===== src/rtl/rbuf_pkg.sv =====
package rbuf_pkg;

   typedef enum logic [2:0] {
      OP_INV_ALL  = 3'b000,
      OP_INV_ONE  = 3'b001,
      OP_LOAD     = 3'b010,
      OP_USER_OFF = 3'b100,
      OP_USER_ON  = 3'b101
   } rb_op_e;

   typedef enum logic [2:0] {
      K_NONE, K_INV_ALL, K_INV_ONE, K_LOAD, K_USER_OFF, K_USER_ON
   } rb_kind_e;

   typedef struct packed {
      rb_kind_e   kind;
      logic       undef;
      logic [1:0] ent;
      logic [1:0] len_code;
   } rb_cmd_t;

   // word count for a load length code
   function automatic logic [3:0] len_words(input logic [1:0] code);
      case (code)
         2'b00:   return 4'd1;
         2'b01:   return 4'd4;
         default: return 4'd8;
      endcase
   endfunction

endpackage


===== src/rtl/rbuf_cmd_dec.sv =====
module rbuf_cmd_dec
   import rbuf_pkg::*;
(
   input  logic [2:0] op,
   input  logic [3:0] sub,
   output rb_cmd_t    cmd,
   output logic       is_flush
);

   // anything not listed below stays undefined
   always_comb begin
      cmd = '{kind: K_NONE, undef: 1'b1, ent: sub[1:0], len_code: sub[3:2]};
      case (op)
         OP_INV_ALL:
            if (sub == 4'b0000) begin cmd.kind = K_INV_ALL; cmd.undef = 1'b0; end
         OP_INV_ONE:
            if (sub[3:2] == 2'b00) begin cmd.kind = K_INV_ONE; cmd.undef = 1'b0; end
         OP_LOAD:
            if (sub[3:2] != 2'b11) begin cmd.kind = K_LOAD; cmd.undef = 1'b0; end
         OP_USER_OFF:
            if (sub == 4'b0000) begin cmd.kind = K_USER_OFF; cmd.undef = 1'b0; end
         OP_USER_ON:
            if (sub == 4'b0000) begin cmd.kind = K_USER_ON; cmd.undef = 1'b0; end
         default: ;
      endcase
   end

   // flush-class opcodes bypass the busy hold-off
   assign is_flush = (op == OP_INV_ALL) || (op == OP_INV_ONE);

endmodule


===== src/rtl/rbuf_fill.sv =====
module rbuf_fill #(
   parameter int ADDR_W    = 32,
   parameter int DATA_W    = 32,
   parameter int N_ENT     = 4,
   parameter int MAX_WORDS = 8,
   localparam int EW       = $clog2(N_ENT),
   localparam int IW       = $clog2(MAX_WORDS),
   localparam int CW       = IW + 1
) (
   input  logic              clk,
   input  logic              rst_n,
   input  logic              start,
   input  logic [EW-1:0]     start_ent,
   input  logic [ADDR_W-1:0] start_addr,
   input  logic [CW-1:0]     start_words,
   input  logic [N_ENT-1:0]  flush_mask,
   input  logic              mem_ack,
   input  logic [DATA_W-1:0] mem_rdata,
   output logic              busy,
   output logic              mem_req,
   output logic [ADDR_W-1:0] mem_addr,
   output logic              wr_en,
   output logic [EW-1:0]     wr_ent,
   output logic [IW-1:0]     wr_idx,
   output logic [DATA_W-1:0] wr_data,
   output logic              fill_done
);

   localparam int STEP = DATA_W / 8;

   logic              busy_q, abort_q;
   logic [EW-1:0]     ent_q;
   logic [ADDR_W-1:0] addr_q;
   logic [IW-1:0]     idx_q, last_q;
   logic              kill, step, at_last;

   // a flush of the target, now or earlier, kills the fill
   assign kill    = abort_q | flush_mask[ent_q];
   assign step    = busy_q & mem_ack;
   assign at_last = (idx_q == last_q);

   always_ff @(posedge clk or negedge rst_n) begin
      if (!rst_n) begin
         busy_q  <= 1'b0;
         abort_q <= 1'b0;
         ent_q   <= '0;
         addr_q  <= '0;
         idx_q   <= '0;
         last_q  <= '0;
      end else if (start) begin
         busy_q  <= 1'b1;
         abort_q <= 1'b0;
         ent_q   <= start_ent;
         addr_q  <= start_addr;
         idx_q   <= '0;
         last_q  <= IW'(start_words - CW'(1));
      end else if (step) begin
         if (kill || at_last) begin
            busy_q  <= 1'b0;
            abort_q <= 1'b0;
         end else begin
            idx_q  <= idx_q + IW'(1);
            addr_q <= addr_q + ADDR_W'(STEP);   // ascending
         end
      end else if (busy_q && flush_mask[ent_q]) begin
         abort_q <= 1'b1;
      end
   end

   assign busy      = busy_q;
   assign mem_req   = busy_q;
   assign mem_addr  = addr_q;
   assign wr_en     = step & ~kill;
   assign wr_ent    = ent_q;
   assign wr_idx    = idx_q;
   assign wr_data   = mem_rdata;
   assign fill_done = step & ~kill & at_last;

endmodule


===== src/rtl/rbuf_store.sv =====
module rbuf_store #(
   parameter int ADDR_W    = 32,
   parameter int DATA_W    = 32,
   parameter int N_ENT     = 4,
   parameter int MAX_WORDS = 8,
   localparam int EW       = $clog2(N_ENT),
   localparam int IW       = $clog2(MAX_WORDS),
   localparam int CW       = IW + 1
) (
   input  logic              clk,
   input  logic              rst_n,
   input  logic [N_ENT-1:0]  clr_mask,
   input  logic              load_set,
   input  logic [EW-1:0]     set_ent,
   input  logic [ADDR_W-1:0] set_base,
   input  logic [CW-1:0]     set_cnt,
   input  logic              wr_en,
   input  logic [EW-1:0]     wr_ent,
   input  logic [IW-1:0]     wr_idx,
   input  logic [DATA_W-1:0] wr_data,
   input  logic              fill_done,
   input  logic              lk_req,
   input  logic [ADDR_W-1:0] lk_addr,
   output logic              lk_rvalid,
   output logic              lk_hit,
   output logic [DATA_W-1:0] lk_data
);

   logic [N_ENT-1:0]             hit_vec;
   logic [N_ENT-1:0][DATA_W-1:0] ent_rd;
   logic                         sel_hit;
   logic [DATA_W-1:0]            sel_data;

   for (genvar g = 0; g < N_ENT; g++) begin : g_ent
      logic              v_q;
      logic [ADDR_W-1:0] base_q;
      logic [CW-1:0]     cnt_q;
      logic [DATA_W-1:0] words_q [MAX_WORDS];
      logic [ADDR_W-1:0] off;

      always_ff @(posedge clk or negedge rst_n) begin
         if (!rst_n) begin
            v_q    <= 1'b0;
            base_q <= '0;
            cnt_q  <= '0;
         end else begin
            if (clr_mask[g])
               v_q <= 1'b0;
            else if (fill_done && wr_ent == EW'(g))
               v_q <= 1'b1;
            if (load_set && set_ent == EW'(g)) begin
               base_q <= set_base;
               cnt_q  <= set_cnt;
            end
         end
      end

      always_ff @(posedge clk) begin
         if (wr_en && wr_ent == EW'(g))
            words_q[wr_idx] <= wr_data;
      end

      // word distance from the entry base, compared to its count
      assign off        = (lk_addr >> 2) - (base_q >> 2);
      assign hit_vec[g] = v_q && (off < ADDR_W'(cnt_q));
      assign ent_rd[g]  = words_q[off[IW-1:0]];
   end

   // lowest index wins
   always_comb begin
      sel_hit  = 1'b0;
      sel_data = '0;
      for (int i = N_ENT - 1; i >= 0; i--) begin
         if (hit_vec[i]) begin
            sel_hit  = 1'b1;
            sel_data = ent_rd[i];
         end
      end
   end

   always_ff @(posedge clk or negedge rst_n) begin
      if (!rst_n) begin
         lk_rvalid <= 1'b0;
         lk_hit    <= 1'b0;
         lk_data   <= '0;
      end else begin
         lk_rvalid <= lk_req;
         lk_hit    <= lk_req & sel_hit;
         lk_data   <= (lk_req && sel_hit) ? sel_data : '0;
      end
   end

endmodule


===== src/rtl/rbuf_top.sv =====
module rbuf_top
   import rbuf_pkg::*;
#(
   parameter int ADDR_W    = 32,
   parameter int DATA_W    = 32,
   parameter int N_ENT     = 4,
   parameter int MAX_WORDS = 8
) (
   input  logic              clk,
   input  logic              rst_n,
   input  logic              cmd_valid,
   output logic              cmd_ready,
   input  logic [2:0]        cmd_op,
   input  logic [3:0]        cmd_sub,
   input  logic [ADDR_W-1:0] cmd_data,
   input  logic              cmd_user,
   output logic              cmd_undef,
   output logic              cmd_fault,
   output logic              mem_req,
   output logic [ADDR_W-1:0] mem_addr,
   input  logic              mem_ack,
   input  logic [DATA_W-1:0] mem_rdata,
   input  logic              lk_req,
   input  logic [ADDR_W-1:0] lk_addr,
   output logic              lk_rvalid,
   output logic              lk_hit,
   output logic [DATA_W-1:0] lk_data
);

   localparam int EW = $clog2(N_ENT);
   localparam int IW = $clog2(MAX_WORDS);
   localparam int CW = IW + 1;

   // the command encoding fixes these shapes
   if (N_ENT != 4) begin : g_bad_ent
      $error("rbuf_top: selector field addresses exactly four entries");
   end
   if (MAX_WORDS != 8) begin : g_bad_len
      $error("rbuf_top: longest load is eight words");
   end
   if (DATA_W != 32 || ADDR_W < 8) begin : g_bad_width
      $error("rbuf_top: 32-bit words and at least 8 address bits required");
   end

   rb_cmd_t           dcmd;
   logic              is_flush, busy;
   logic              user_en_q;
   logic              acc, deny, act, ld_go;
   logic [N_ENT-1:0]  flush_mask, clr_mask;
   logic [ADDR_W-1:0] ld_base;
   logic [CW-1:0]     ld_words;
   logic              wr_en, fill_done;
   logic [EW-1:0]     wr_ent;
   logic [IW-1:0]     wr_idx;
   logic [DATA_W-1:0] wr_data;

   rbuf_cmd_dec u_dec (
      .op       (cmd_op),
      .sub      (cmd_sub),
      .cmd      (dcmd),
      .is_flush (is_flush)
   );

   // loads and mode changes wait; flushes are always taken
   assign cmd_ready = ~busy | is_flush;
   assign acc       = cmd_valid & cmd_ready;
   assign deny      = acc & cmd_user & ~user_en_q;
   assign act       = acc & ~deny & ~dcmd.undef;
   assign ld_go     = act && dcmd.kind == K_LOAD;

   always_comb begin
      flush_mask = '0;
      if (act && dcmd.kind == K_INV_ALL) flush_mask = '1;
      if (act && dcmd.kind == K_INV_ONE) flush_mask[dcmd.ent] = 1'b1;
   end

   always_comb begin
      clr_mask = flush_mask;
      if (ld_go) clr_mask[dcmd.ent] = 1'b1;
   end

   // align the start down to the load length
   always_comb begin
      case (dcmd.len_code)
         2'b00:   ld_base = cmd_data & ~ADDR_W'(3);
         2'b01:   ld_base = cmd_data & ~ADDR_W'(15);
         default: ld_base = cmd_data & ~ADDR_W'(31);
      endcase
   end
   assign ld_words = CW'(len_words(dcmd.len_code));

   always_ff @(posedge clk or negedge rst_n) begin
      if (!rst_n) begin
         user_en_q <= 1'b0;
         cmd_undef <= 1'b0;
         cmd_fault <= 1'b0;
      end else begin
         cmd_undef <= acc & ~deny & dcmd.undef;
         cmd_fault <= deny;
         if (act && dcmd.kind == K_USER_OFF) user_en_q <= 1'b0;
         if (act && dcmd.kind == K_USER_ON)  user_en_q <= 1'b1;
      end
   end

   rbuf_fill #(
      .ADDR_W(ADDR_W), .DATA_W(DATA_W), .N_ENT(N_ENT), .MAX_WORDS(MAX_WORDS)
   ) u_fill (
      .clk         (clk),
      .rst_n       (rst_n),
      .start       (ld_go),
      .start_ent   (dcmd.ent),
      .start_addr  (ld_base),
      .start_words (ld_words),
      .flush_mask  (flush_mask),
      .mem_ack     (mem_ack),
      .mem_rdata   (mem_rdata),
      .busy        (busy),
      .mem_req     (mem_req),
      .mem_addr    (mem_addr),
      .wr_en       (wr_en),
      .wr_ent      (wr_ent),
      .wr_idx      (wr_idx),
      .wr_data     (wr_data),
      .fill_done   (fill_done)
   );

   rbuf_store #(
      .ADDR_W(ADDR_W), .DATA_W(DATA_W), .N_ENT(N_ENT), .MAX_WORDS(MAX_WORDS)
   ) u_store (
      .clk       (clk),
      .rst_n     (rst_n),
      .clr_mask  (clr_mask),
      .load_set  (ld_go),
      .set_ent   (dcmd.ent),
      .set_base  (ld_base),
      .set_cnt   (ld_words),
      .wr_en     (wr_en),
      .wr_ent    (wr_ent),
      .wr_idx    (wr_idx),
      .wr_data   (wr_data),
      .fill_done (fill_done),
      .lk_req    (lk_req),
      .lk_addr   (lk_addr),
      .lk_rvalid (lk_rvalid),
      .lk_hit    (lk_hit),
      .lk_data   (lk_data)
   );

endmodule


===== config.mk =====
export PLATFORM = sky130hd
export DESIGN_NAME = rbuf_top
export DESIGN_NICKNAME = d
export VERILOG_FILES = /design/src/rtl/rbuf_pkg.sv /design/src/rtl/rbuf_cmd_dec.sv /design/src/rtl/rbuf_fill.sv /design/src/rtl/rbuf_store.sv /design/src/rtl/rbuf_top.sv
export SDC_FILE = /design/constraint.sdc
export NUM_CORES = 1
export LEC_CHECK = 0
export BUFFER_PORTS_ARGS = -buffer_cell sky130_fd_sc_hd__buf_2
export CAP_MARGIN = 10
export CORE_MARGIN = 5
export CORE_UTILIZATION = 30
export CTS_CLUSTER_SIZE = 12
export DETAILED_ROUTE_END_ITERATION = 10
export PLACE_DENSITY = 0.42
export SLEW_MARGIN = 10
export SYNTH_ARGS = -nofsm -noshare
export SYNTH_HDL_FRONTEND = slang
export SYNTH_SLANG_ARGS = --single-unit

===== constraint.sdc =====
create_clock -name clk -period 6.2 [get_ports clk]
set_clock_uncertainty 0.05 [all_clocks]
set_input_delay 0.31 -clock clk [delete_from_list [all_inputs] [get_ports clk]]
set_output_delay 0.31 -clock clk [all_outputs]
set_load 0.005 [all_outputs]

* After elaboration in Yosys (flattened, before gate mapping)
Memory sizes are Yosys's and may differ from the RTL's.
Cells that the tools add are included.
** Word-level totals
- Register bits after elaboration :: 227
- RAM bits :: 1024
- Input bits :: 109
- Output and inout bits :: 70
- Memories kept :: 4
** Memory list
- u_store.g_ent[0].words_q :: words 8, bits a word 32, rd ports 1, clocked after Yosys merged registers in 0, wr ports 1, line rbuf_store.sv:38 : logic [DATA_W-1:0] words_q [MAX_WORDS];
- u_store.g_ent[1].words_q :: words 8, bits a word 32, rd ports 1, clocked after Yosys merged registers in 0, wr ports 1, line rbuf_store.sv:38
- u_store.g_ent[2].words_q :: words 8, bits a word 32, rd ports 1, clocked after Yosys merged registers in 0, wr ports 1, line rbuf_store.sv:38
- u_store.g_ent[3].words_q :: words 8, bits a word 32, rd ports 1, clocked after Yosys merged registers in 0, wr ports 1, line rbuf_store.sv:38
** Cells by class
- $add $sub $neg :: 7
- Magnitude comparators :: 7
- Eq/ne operators :: 20
- Mux-type cells :: 54
- Bitwise gates (word level) :: 19
- Reduce and logical (&&, ||, !) cells :: 42
** Operators by type and width (count)
- $mux W32 :: 8
- $lt A32 B4 Y1 :: 4
- $sub A30 B30 Y31 :: 4
- $add A32 B3 Y32 const B :: 1
- $mux W1 :: 30
- $logic_and A1 B1 Y1 :: 24
- $mux W4 :: 5
- $pmux W4 S5 :: 1
- $mux W3 :: 5
- $reduce_bool A2 Y1 :: 7
- $eq A3 B3 Y1 const B :: 4
- $and A1 B1 Y1 :: 10
- $pmux W5 S2 :: 1
- $eq A3 B2 Y1 const B :: 3
- $eq A2 B2 Y1 const B :: 4
- $or A4 B4 Y4 :: 2
- $pmux W4 S2 :: 1
- $eq A2 B1 Y1 const B :: 3
- $eq A3 B1 Y1 const B :: 2
- $logic_not A2 Y1 :: 3
- $lt A2 B3 Y1 const B :: 2
- $reduce_and A2 Y1 :: 3
- $not A1 Y1 :: 5
- $logic_not A4 Y1 :: 1
- other kinds (14) :: 16

* Depth between registers and ports, before layout
Gate-level depths: netlist of run 1.
- Depth after elaboration :: 22
- Gate-level depth with buffers :: 21
- Depth with buffers taken out :: 19

* Modules after synthesis
Synthesis of run 1 repeated with hierarchy kept, for this count alone.
** Unflattened totals
- Cells, all modules :: 3792
- Area total of the unflattened synthesis :: 57487.6 µm²
** Modules (own cells, without submodules)
- rbuf_store :: instances 1, cells each 3452, area an instance 54375.9 µm²
- rbuf_fill :: instances 1, cells each 280, area an instance 2658.8 µm²
- rbuf_top :: instances 1, cells each 42, area an instance 317.8 µm²
- rbuf_cmd_dec :: instances 1, cells each 18, area an instance 135.1 µm²

* Worst setup path before layout of run 1
No wires, ideal clock.
- Kind :: in2reg
- Start :: input port lk_addr[2]
- End :: register u_store.lk_data[21]
- Library setup time :: 122 ps
- Data arrival time :: 4342 ps
- Required time :: 6028 ps
- Path slack :: 1686 ps
- Stages :: 20
- Buffers on the path :: 3
- Path through :: inv_1 > ha_1 > fa_1 > xor2_1 > clkbuf_1 > inv_1 > ha_1 > inv_1 > a31oi_1 > o21ai_0 > o21ai_0 > nor4_1 > o2111ai_1 > nor4_1 > nand4_1 > or2_0 > buf_2 > a31o_4 > buf_4 > a2111oi_1
** On the way
- Cells in the longest elaborated chain, start to end :: 9
** RTL lines
- start: declaration :: line rbuf_top.sv:24 : input logic [ADDR_W-1:0] lk_addr,
- $sub A30 B30 Y31 :: line rbuf_store.sv:64 : assign off = (lk_addr >> 2) - (base_q >> 2);
- $lt A32 B4 Y1 :: line rbuf_store.sv:65 : assign hit_vec[g] = v_q && (off < ADDR_W'(cnt_q));
- $logic_and A1 B1 Y1 :: line rbuf_store.sv:65
- $mux W1 (4 in series) :: line rbuf_store.sv:74 : if (hit_vec[i]) begin
- $logic_and A1 B1 Y1 :: line rbuf_store.sv:89 : lk_data <= (lk_req && sel_hit) ? sel_data : '0;
- $mux W32 (*) :: line rbuf_store.sv:89
- end signal: assignment :: line rbuf_store.sv:89
- end: declaration :: line rbuf_store.sv:26 : output logic [DATA_W-1:0] lk_data
Every way passes the cells marked *; elsewhere a longest branch is shown, timed or not.
A chain may end at the register's enable or synchronous reset.

* Worst setup path after layout of run 1
- Start :: register u_store.g_ent[0].base_q[2]
- End :: register u_store.lk_data[17]
** On the way
- Cells in the longest elaborated chain, start to end :: 6
** RTL lines
- start: declaration :: line rbuf_store.sv:36 : logic [ADDR_W-1:0] base_q;
- start signal: assignment :: line rbuf_store.sv:52 : base_q <= set_base;
- $sub A30 B30 Y31 (*) :: line rbuf_store.sv:64
- $lt A32 B4 Y1 :: line rbuf_store.sv:65
- $logic_and A1 B1 Y1 :: line rbuf_store.sv:65
- $mux W1 :: line rbuf_store.sv:74
- $logic_and A1 B1 Y1 :: line rbuf_store.sv:89
- $mux W32 (*) :: line rbuf_store.sv:89
Marked as above.

==> results of run 1 <==
how the worst min path moves through the flow:
stage,to,slack [ps],depth (start not counted)
3_5_place_dp,u_store.g_ent[1].base_q[29]$_DFFE_PN0P_,370,1
3_3_place_gp,u_store.g_ent[1].base_q[29]$_DFFE_PN0P_,380,1
6_report,u_store.g_ent[2].base_q[2]$_DFFE_PN0P_,50,3
2_1_floorplan,cmd_fault$_DFF_PN0_,-40,0
5_1_grt,u_store.g_ent[1].cnt_q[2]$_DFFE_PN0P_,50,3
4_1_cts,u_store.g_ent[2].words_q[1][14]$_DFFE_PP_,10,1
placed cells by master (no fill, tap or decap), types with 55 or more instances in the layout:
cell type / count
mux4_2: 256
nand2_1: 353
dlygate4sd3_1: 75
nor3_1: 60
buf_4: 67
buf_2: 171
a21oi_1: 184
ha_1: 127
inv_1: 182
nor2_1: 116
nor2b_1: 55
nand3_1: 62
mux2i_1: 80
edfxtp_1: 1024
o21ai_0: 243
dfrtp_1: 212
clkbuf_16: 146
state kept, by name, indices dropped and copies added, names as in the netlist:
register               flops
u_store.g_ent.words_q   1024
u_store.g_ent.base_q     120
u_store.lk_data           32
u_fill.mem_addr           30
u_store.g_ent.cnt_q       12
u_store.g_ent.v_q          4
u_fill.wr_idx              3
u_fill.last_q              2
u_fill.wr_ent              2
cmd_fault                  1
cmd_undef                  1
u_fill.abort_q             1
u_fill.busy                1
u_store.lk_hit             1
u_store.lk_rvalid          1
user_en_q                  1
per-layer routing:
| metal | vias to the layer above | global-route usage (%) | wire [µm] |
|---|---|---|---|
| li1 | 15544 | - | - |
| met3 | 217 | 2.688 | 6723 |
| met1 | 17965 | 23.27 | 77080 |
| met4 | 4 | 3.706 | 3339 |
| met5 | - | 0 | 24 |
| met2 | 732 | 31.87 | 91920 |
area by class of cell:
cell class	count	area (µm²)	share of cell area, %
clock inverters	52	661.9	1.007
multi-input cells	2212	18760	28.55
clock buffers	213	4055	6.172
repair buffers	326	2365	3.599
inverters	184	690.7	1.051
diodes	5	12.51	0.01904
flip-flops and latches	1236	36050	54.88
well taps	2480	3103	4.723
cell families after synthesis:
kind of cell / after synthesis
other: 1
buffers and inverters: 393
DFF: 1236
muxes: 345
xor gates and xnor gates: 68
adders and majority gates: 135
and+or+nand+nor: 852
AOI/OAI and AO/OA: 810
where the power goes:
group	switching (mW)	total (mW)	internal (mW)
Sequential	0.0300	9.08	9.05
Combinational	0.871	1.36	0.485
Clock	3.54	8.49	4.95
Total	4.44	18.9	14.5
metrics by stage:
stage	std cells	cell area, µm²	setup WS, ps
after floorplan	3841	55910	1686
after global placement	6363	60220	811.9
after detailed placement	6363	60220	671.3
after CTS	6703	65690	1229
after global routing	6704	65690	917.2
final	6708	65700	1172
critical path, stage by stage, from the launching register on:
cell and delay, ps:
dfrtp_1 380, ha_4 140, inv_1 50, fa_4 490, a211oi_2 290, o21ai_1 260
a22oi_1 330, nand2_1 110, xnor2_1 200, nand4b_1 110, a2111oi_0 660, nand4_1 500
nor2_4 600, buf_12 280, a2111oi_0 100, a2111oi_1 310
==> reports/results.tsv, run 1 <==
stage	metric	value	unit
clock_tree	clk sinks	1236	
clock_tree	TritonCTS clock tree	done	
clock_tree	H-tree levels	4	
drt	drt drc	0	
timing	Slew @ Worst Pin	1140	ps
drt	Via density	5.137	
placement	DP HPWL	115.2	mm
timing	fin crit share	81.09	%
synthesis	Compound-Gate Fraction of Synth Area	9.569	%
final_layout	share of layout cells above drive strength 1	18.83	%
placement	RD Place Congestion	0.8188	
power_and_ir_drop	Power Total	18.93	mW
synthesis	Async SR Flop Fraction	17.15	%
drt	Detail Route Antenna Nets	0	
worst_setup_path	worst setup path end	u_store.lk_data[17]$_DFF_PN0_	
synthesis	Post-synth EDFFs	1024	
clock_tree	Clock Path Buffers	3	
timing	Max Freq	198.9	MHz
clock_tree	post-cts repair resize count	0	
global_route	largest net degree at the start of global routing	96	
synthesis	largest family of logic cells by synthesized area	multiplexers	
clock_tree	postcts setup bufs	0	
global_route	first-pass GRT wire length	257.9	mm
timing	Worst slew margin	22.82	%
worst_setup_path	CP Capture Type	flip-flop	
synthesis	leading area contributor after synthesis	edfxtp_1	
synthesis	dominant cells by area after synthesis	edfxtp_1, mux4_2, dfrtp_1, ha_1, nand2_1	
synthesis	area share of and/or/nand/nor cells after synthesis	7.150	%
synthesis	adder-cell area share of the yosys netlist	3.075	%
floorplan	I/O Pins	179	
drt	Wirelength per Cell	26.70	µm
timing	Final Hold Vio Count	0	
floorplan	Initial Util	30.15	%
synthesis	xor/xnor share of the synthesized area	1.065	%
power_and_ir_drop	Pwr Density	288.1	nW/µm²
worst_setup_path	Worst R2R End	u_store.lk_data[17]$_DFF_PN0_	
worst_setup_path	Crit path required time	6800	ps
synthesis	Mapped Area	55910	µm²
global_route	gr ovfl total	0	
outcome	status	finished, final reports clean	
global_route	antenna violations before repair	17	
worst_setup_path	Critical Path Start	u_store.g_ent[0].base_q[2]$_DFFE_PN0P_	
synthesis	post-synthesis mux area share	11.93	%
floorplan	core area	185400	µm²
clock_tree	cts bufs inserted	145	
worst_setup_path	Reg-to-Reg Start	u_store.g_ent[0].base_q[2]$_DFFE_PN0P_	
synthesis	most common cell in the netlist	edfxtp_1	
synthesis	distinct cell type count of the synthesized netlist	90	
clock_tree	Root Buffer	clkbuf_16	
global_route	GR Util All Layers	17.93	%
worst_setup_path	CP max FO	35	
clock_tree	Worst-path clk slew	60	ps
worst_setup_path	startpoint types	flip-flop	
drt	Initial DRT Pass Iterations	7	
synthesis	sequential area share after synthesis	64.49	%
synthesis	share of the synthesized area in the top cell type	55.00	%
drt	Detailed Route WL	179.1	mm
job	Max Cap Viol	0	
timing	Fin Setup TNS	0	ps
synthesis	Yosys warnings	0	
drt	vias	34462	
floorplan	Die W	441.7	µm
timing	Setup violations, final	0	
timing	RSZ-0062 raised after global routing	no	
synthesis	syn avg cell area	14.56	µm²
clock_tree	CTS Hold Bufs	75	
floorplan	die height	441.7	µm
timing	Final min period	5028	ps
synthesis	Syn Inst Count	3840	
timing	Slew Viols, Final	0	
clock_tree	clock latency on the worst-skew pair	780	ps
placement	number of port buffers	172	
drt	DR iter-0 viols	2532	
min_path	Hold WC Path Type	input port to flip-flop	
min_path	hold_sp	cmd_data[2]	
final_layout	fill count	18010	
final_layout	Post-layout nets	4349	
synthesis	Primary FF master, synth	edfxtp_1	
timing	WHS	47.07	ps
worst_setup_path	WS Path Type	flip-flop to flip-flop	
final_layout	Area Overhead vs Synth	17.52	%
floorplan	row count	158	
synthesis	top cells by count, synth	edfxtp_1, nand2_1, mux4_2	
synthesis	register bit total from synthesis	1236	
global_route	number of global-route vias before repair	35171	
worst_setup_path	critical path arrival	5630	ps
floorplan	area of the die	195100	µm²
power_and_ir_drop	Leak	23.06	nW
worst_setup_path	r2r setup slk	1170	ps
power_and_ir_drop	Peak VDD IR	0.0003212	V
worst_setup_path	Reg2Reg Depth	15	
final_layout	utilization after layout	35.43	%
Power figures use the tool's default switching activity.
==> run 2, diff against run 1 <==
--- a/config.mk
+++ b/config.mk
@@ -5,6 +5,7 @@
 export SDC_FILE = /design/constraint.sdc
 export NUM_CORES = 1
 export LEC_CHECK = 0
+export ABC_AREA = 1
 export BUFFER_PORTS_ARGS = -buffer_cell sky130_fd_sc_hd__buf_2
 export CAP_MARGIN = 10
 export CORE_MARGIN = 5
==> constraint.sdc (replaced) <==
create_clock -name clk -period 4.9 [get_ports clk]
set_clock_uncertainty 0.05 [all_clocks]
set_input_delay 0.245 -clock clk [delete_from_list [all_inputs] [get_ports clk]]
set_output_delay 0.245 -clock clk [all_outputs]
set_load 0.005 [all_outputs]
==> reports/results.tsv, run 2 <==
stage	metric	value	unit	change
clock_tree	cts bufs inserted	142		-2.1%
worst_setup_path	r2r setup slk	850	ps	-320 ps
synthesis	Yosys warnings	0		unchanged
synthesis	distinct cell type count of the synthesized netlist	53		-41%
clock_tree	clk sinks	1236		unchanged
final_layout	area of the multi-input gates	19740	µm²	+5.2%
drt	vias	43831		+27%
drt	Initial DRT Pass Iterations	6		-1
timing	Slew @ Worst Pin	1147	ps	+7.226 ps
drt	Detailed Route WL	197.4	mm	+10%
clock_tree	Root Buffer	clkbuf_16		
timing	Worst slew margin	23.36	%	+0.54 points
timing	Final Hold Vio Count	0		unchanged
synthesis	sequential area share after synthesis	61.68	%	-2.8 points
synthesis	Primary FF master, synth	edfxtp_1		
synthesis	share of the synthesized area in the top cell type	52.61	%	-2.4 points
timing	Fin Setup TNS	0	ps	unchanged
worst_setup_path	startpoint types	flip-flop		
power_and_ir_drop	Pwr Density	426.8	nW/µm²	+48%
drt	Via density	4.986		-2.9%
worst_setup_path	CP max FO	14		-60%
final_layout	share of layout cells above drive strength 1	9.193	%	-9.6 points
synthesis	top cells by count, synth	nand2_1, edfxtp_1, nor2_1		
final_layout	most frequent cells in the layout	nand2_1, edfxtp_1, nor2_1		
floorplan	row count	162		+2.5%
global_route	GR Util All Layers	18.87	%	+0.93 points
placement	number of port buffers	172		unchanged
synthesis	most common cell in the netlist	nand2_1		
placement	RD Place Congestion	0.8790		+7.4%
global_route	number of global-route vias before repair	42712		+21%
global_route	first-pass GRT wire length	289.6	mm	+12%
synthesis	leading area contributor after synthesis	edfxtp_1		
power_and_ir_drop	Peak VDD IR	0.0003356	V	+4.5%
synthesis	Async SR Flop Fraction	17.15	%	unchanged
global_route	M3 GR Usage	2.459	%	-0.23 points
global_route	grt peak-use layer	met2		
job	Max Cap Viol	0		unchanged
placement	dpl cells	8452		+33%
final_layout	largest register by flop count	u_store.g_ent.words_q		
final_layout	commonest non-fill, non-tap cell in the layout	nand2_1		
synthesis	Mapped Area	58450	µm²	+4.5%
synthesis	register bit total from synthesis	1236		unchanged
floorplan	core area	194400	µm²	+4.8%
drt	DR iter-0 viols	3486		+38%
final_layout	registers with the most flip-flops	u_store.g_ent.words_q (1024), u_store.g_ent.base_q (120), u_store.lk_data (32)		
floorplan	area of the die	203800	µm²	+4.4%
floorplan	Die W	451.4	µm	+2.2%
worst_setup_path	Reg2Reg Depth	17		+2
timing	Max Freq	246.8	MHz	+24%
worst_setup_path	Reg-to-Reg Start	u_fill.busy$_DFFE_PN0P_		
timing	Setup violations, final	0		unchanged
worst_setup_path	Worst R2R End	u_store.g_ent[1].words_q[1][20]$_DFFE_PP_		
final_layout	Area Overhead vs Synth	16.67	%	
timing	Slew Viols, Final	0		unchanged
worst_setup_path	Crit path required time	5290	ps	-1510 ps
worst_setup_path	critical path arrival	4440	ps	-1190 ps
drt	drt drc	0		unchanged
final_layout	Post-layout nets	6375		+47%
clock_tree	Clock Path Buffers	3		unchanged
clock_tree	clock latency on the worst-skew pair	780	ps	about the same
clock_tree	TritonCTS clock tree	done		
power_and_ir_drop	Leak	26.61	nW	+15%
worst_setup_path	WS Path Type	flip-flop to flip-flop		
drt	Detail Route Antenna Nets	0		unchanged
clock_tree	Worst-path clk slew	50	ps	about the same
synthesis	dominant cells by area after synthesis	edfxtp_1, dfrtp_1, nand2_1, o21ai_0, nor2_1		
drt	Wirelength per Cell	22.46	µm	-16%
final_layout	Non-Filler Instances	8790		+31%
floorplan	die height	451.4	µm	+2.2%
final_layout	fin area	68190	µm²	+3.8%
global_route	met1 Usage GRT	23.87	%	+0.60 points
worst_setup_path	CP Capture Type	flip-flop		
final_layout	number of flip-flops in the largest register	1024		unchanged
clock_tree	post-cts repair resize count	0		unchanged
placement	DP HPWL	129.0	mm	+12%
floorplan	Initial Util	30.07	%	-0.082 points
timing	RSZ-0062 raised after global routing	no		
global_route	gr ovfl total	0		unchanged
global_route	largest net degree at the start of global routing	129		+34%
clock_tree	H-tree levels	4		unchanged
clock_tree	CTS Hold Bufs	77		+2.7%
min_path	Hold WC Path Type	input port to asynchronous set/reset pin		
final_layout	fill count	19700		+9.4%
placement	placed cell area	62900	µm²	+4.4%
final_layout	Reg area	36050	µm²	unchanged
global_route	antenna violations before repair	10		-7
global_route	met2 global-route usage	33.97	%	+2.1 points
outcome	status	finished, final reports clean		
timing	fin crit share	82.68	%	+1.6 points
clock_tree	postcts setup bufs	0		unchanged
synthesis	Syn Inst Count	5883		+53%
timing	Final min period	4052	ps	-976.1 ps
synthesis	syn avg cell area	9.935	µm²	-32%
synthesis	Post-synth EDFFs	1024		unchanged
floorplan	I/O Pins	179		unchanged
==> run 2: changes by cell type after synthesis, moves of 45 or more <==
cell       change
a2111oi_0     -45
a21oi_1       +71
a32o_1        +95
clkbuf_1      +51
inv_1        +300
mux2i_1       -80
mux4_2       -256
nand2_1     +1014
nand3_1      +201
nand4_1       +75
nor2_1       +504
nor2b_1       -55
o21ai_0      +310
o22ai_1      +207
==> run 2: area by class of cell <==
type,instances,share of cell area (%)
Tap cell,2542,4.664
Clock buffer,188,5.523
Sequential cell,1236,52.87
Clock inverter,69,1.095
Timing Repair Buffer,375,4.125
Antenna cell,4,0.01468
Multi-Input combinational cell,3878,28.95
Inverter,498,2.758
==> run 2: metrics by stage <==
stage,power [mW],util [%],hold WS (ps),worst slack (ps)
after floorplan,16.35,-,-100.6,1284
after global placement,19.03,32.36,261.5,632.6
after detailed placement,19.02,32.36,262.3,615.1
after CTS,29.51,35.08,49.92,752.0
after global routing,30.68,35.08,90.39,507.1
final,29.10,35.08,61.98,848.5
==> run 2: how the worst max path moves through the flow <==
stage	startpoint	end	slack, ps	cells past startpoint
final	u_fill.busy$_DFFE_PN0P_	u_store.g_ent[1].words_q[1][20]$_DFFE_PP_	850	17
after floorplan	u_fill.busy$_DFFE_PN0P_	u_store.g_ent[0].words_q[0][0]$_DFFE_PP_	1280	15
after detailed placement	lk_addr[2]	u_store.lk_data[5]$_DFF_PN0_	620	22
after global routing	u_fill.busy$_DFFE_PN0P_	u_store.g_ent[1].words_q[1][20]$_DFFE_PP_	510	17
after CTS	u_fill.busy$_DFFE_PN0P_	u_store.g_ent[1].words_q[1][20]$_DFFE_PP_	750	17
after global placement	lk_addr[2]	u_store.lk_data[5]$_DFF_PN0_	630	22
==> run 2: power by group <==
part,switching [mW],internal [mW],total [mW]
clock,4.53,5.80,10.3
sequential,0.249,11.9,12.1
combinational,4.53,2.12,6.65
==> run 2: critical path: stages, from the launching register on <==
cell	delay, ps
dfrtp_1	360
buf_4	170
o21ai_2	70
nand2_1	130
nor2_1	150
nor2_1	60
nand2_1	210
inv_1	90
nand4_1	220
o21ai_1	160
nand2_1	90
nand3_1	60
nor2_1	240
nand2_1	110
inv_1	110
nand2_1	470
nor2_4	600
buf_4	350
==> run 2: logic make-up after synthesis <==
kind of cell / Yosys count / share of synthesized area (%)
fa+ha+maj: 135 / 2.941
other cells: 1 / 0.006416
xor+xnor: 46 / 0.6893
simple gates: 2486 / 17.53
buf+inv: 770 / 5.108
flops: 1236 / 61.68
compound gates: 1209 / 12.04
==> run 2: metal layers <==
layer / vias up / wire length, µm
met5: - / 21
met4: 4 / 5191
met3: 234 / 6837
met2: 878 / 100900
met1: 21668 / 84500
li1: 21047 / -
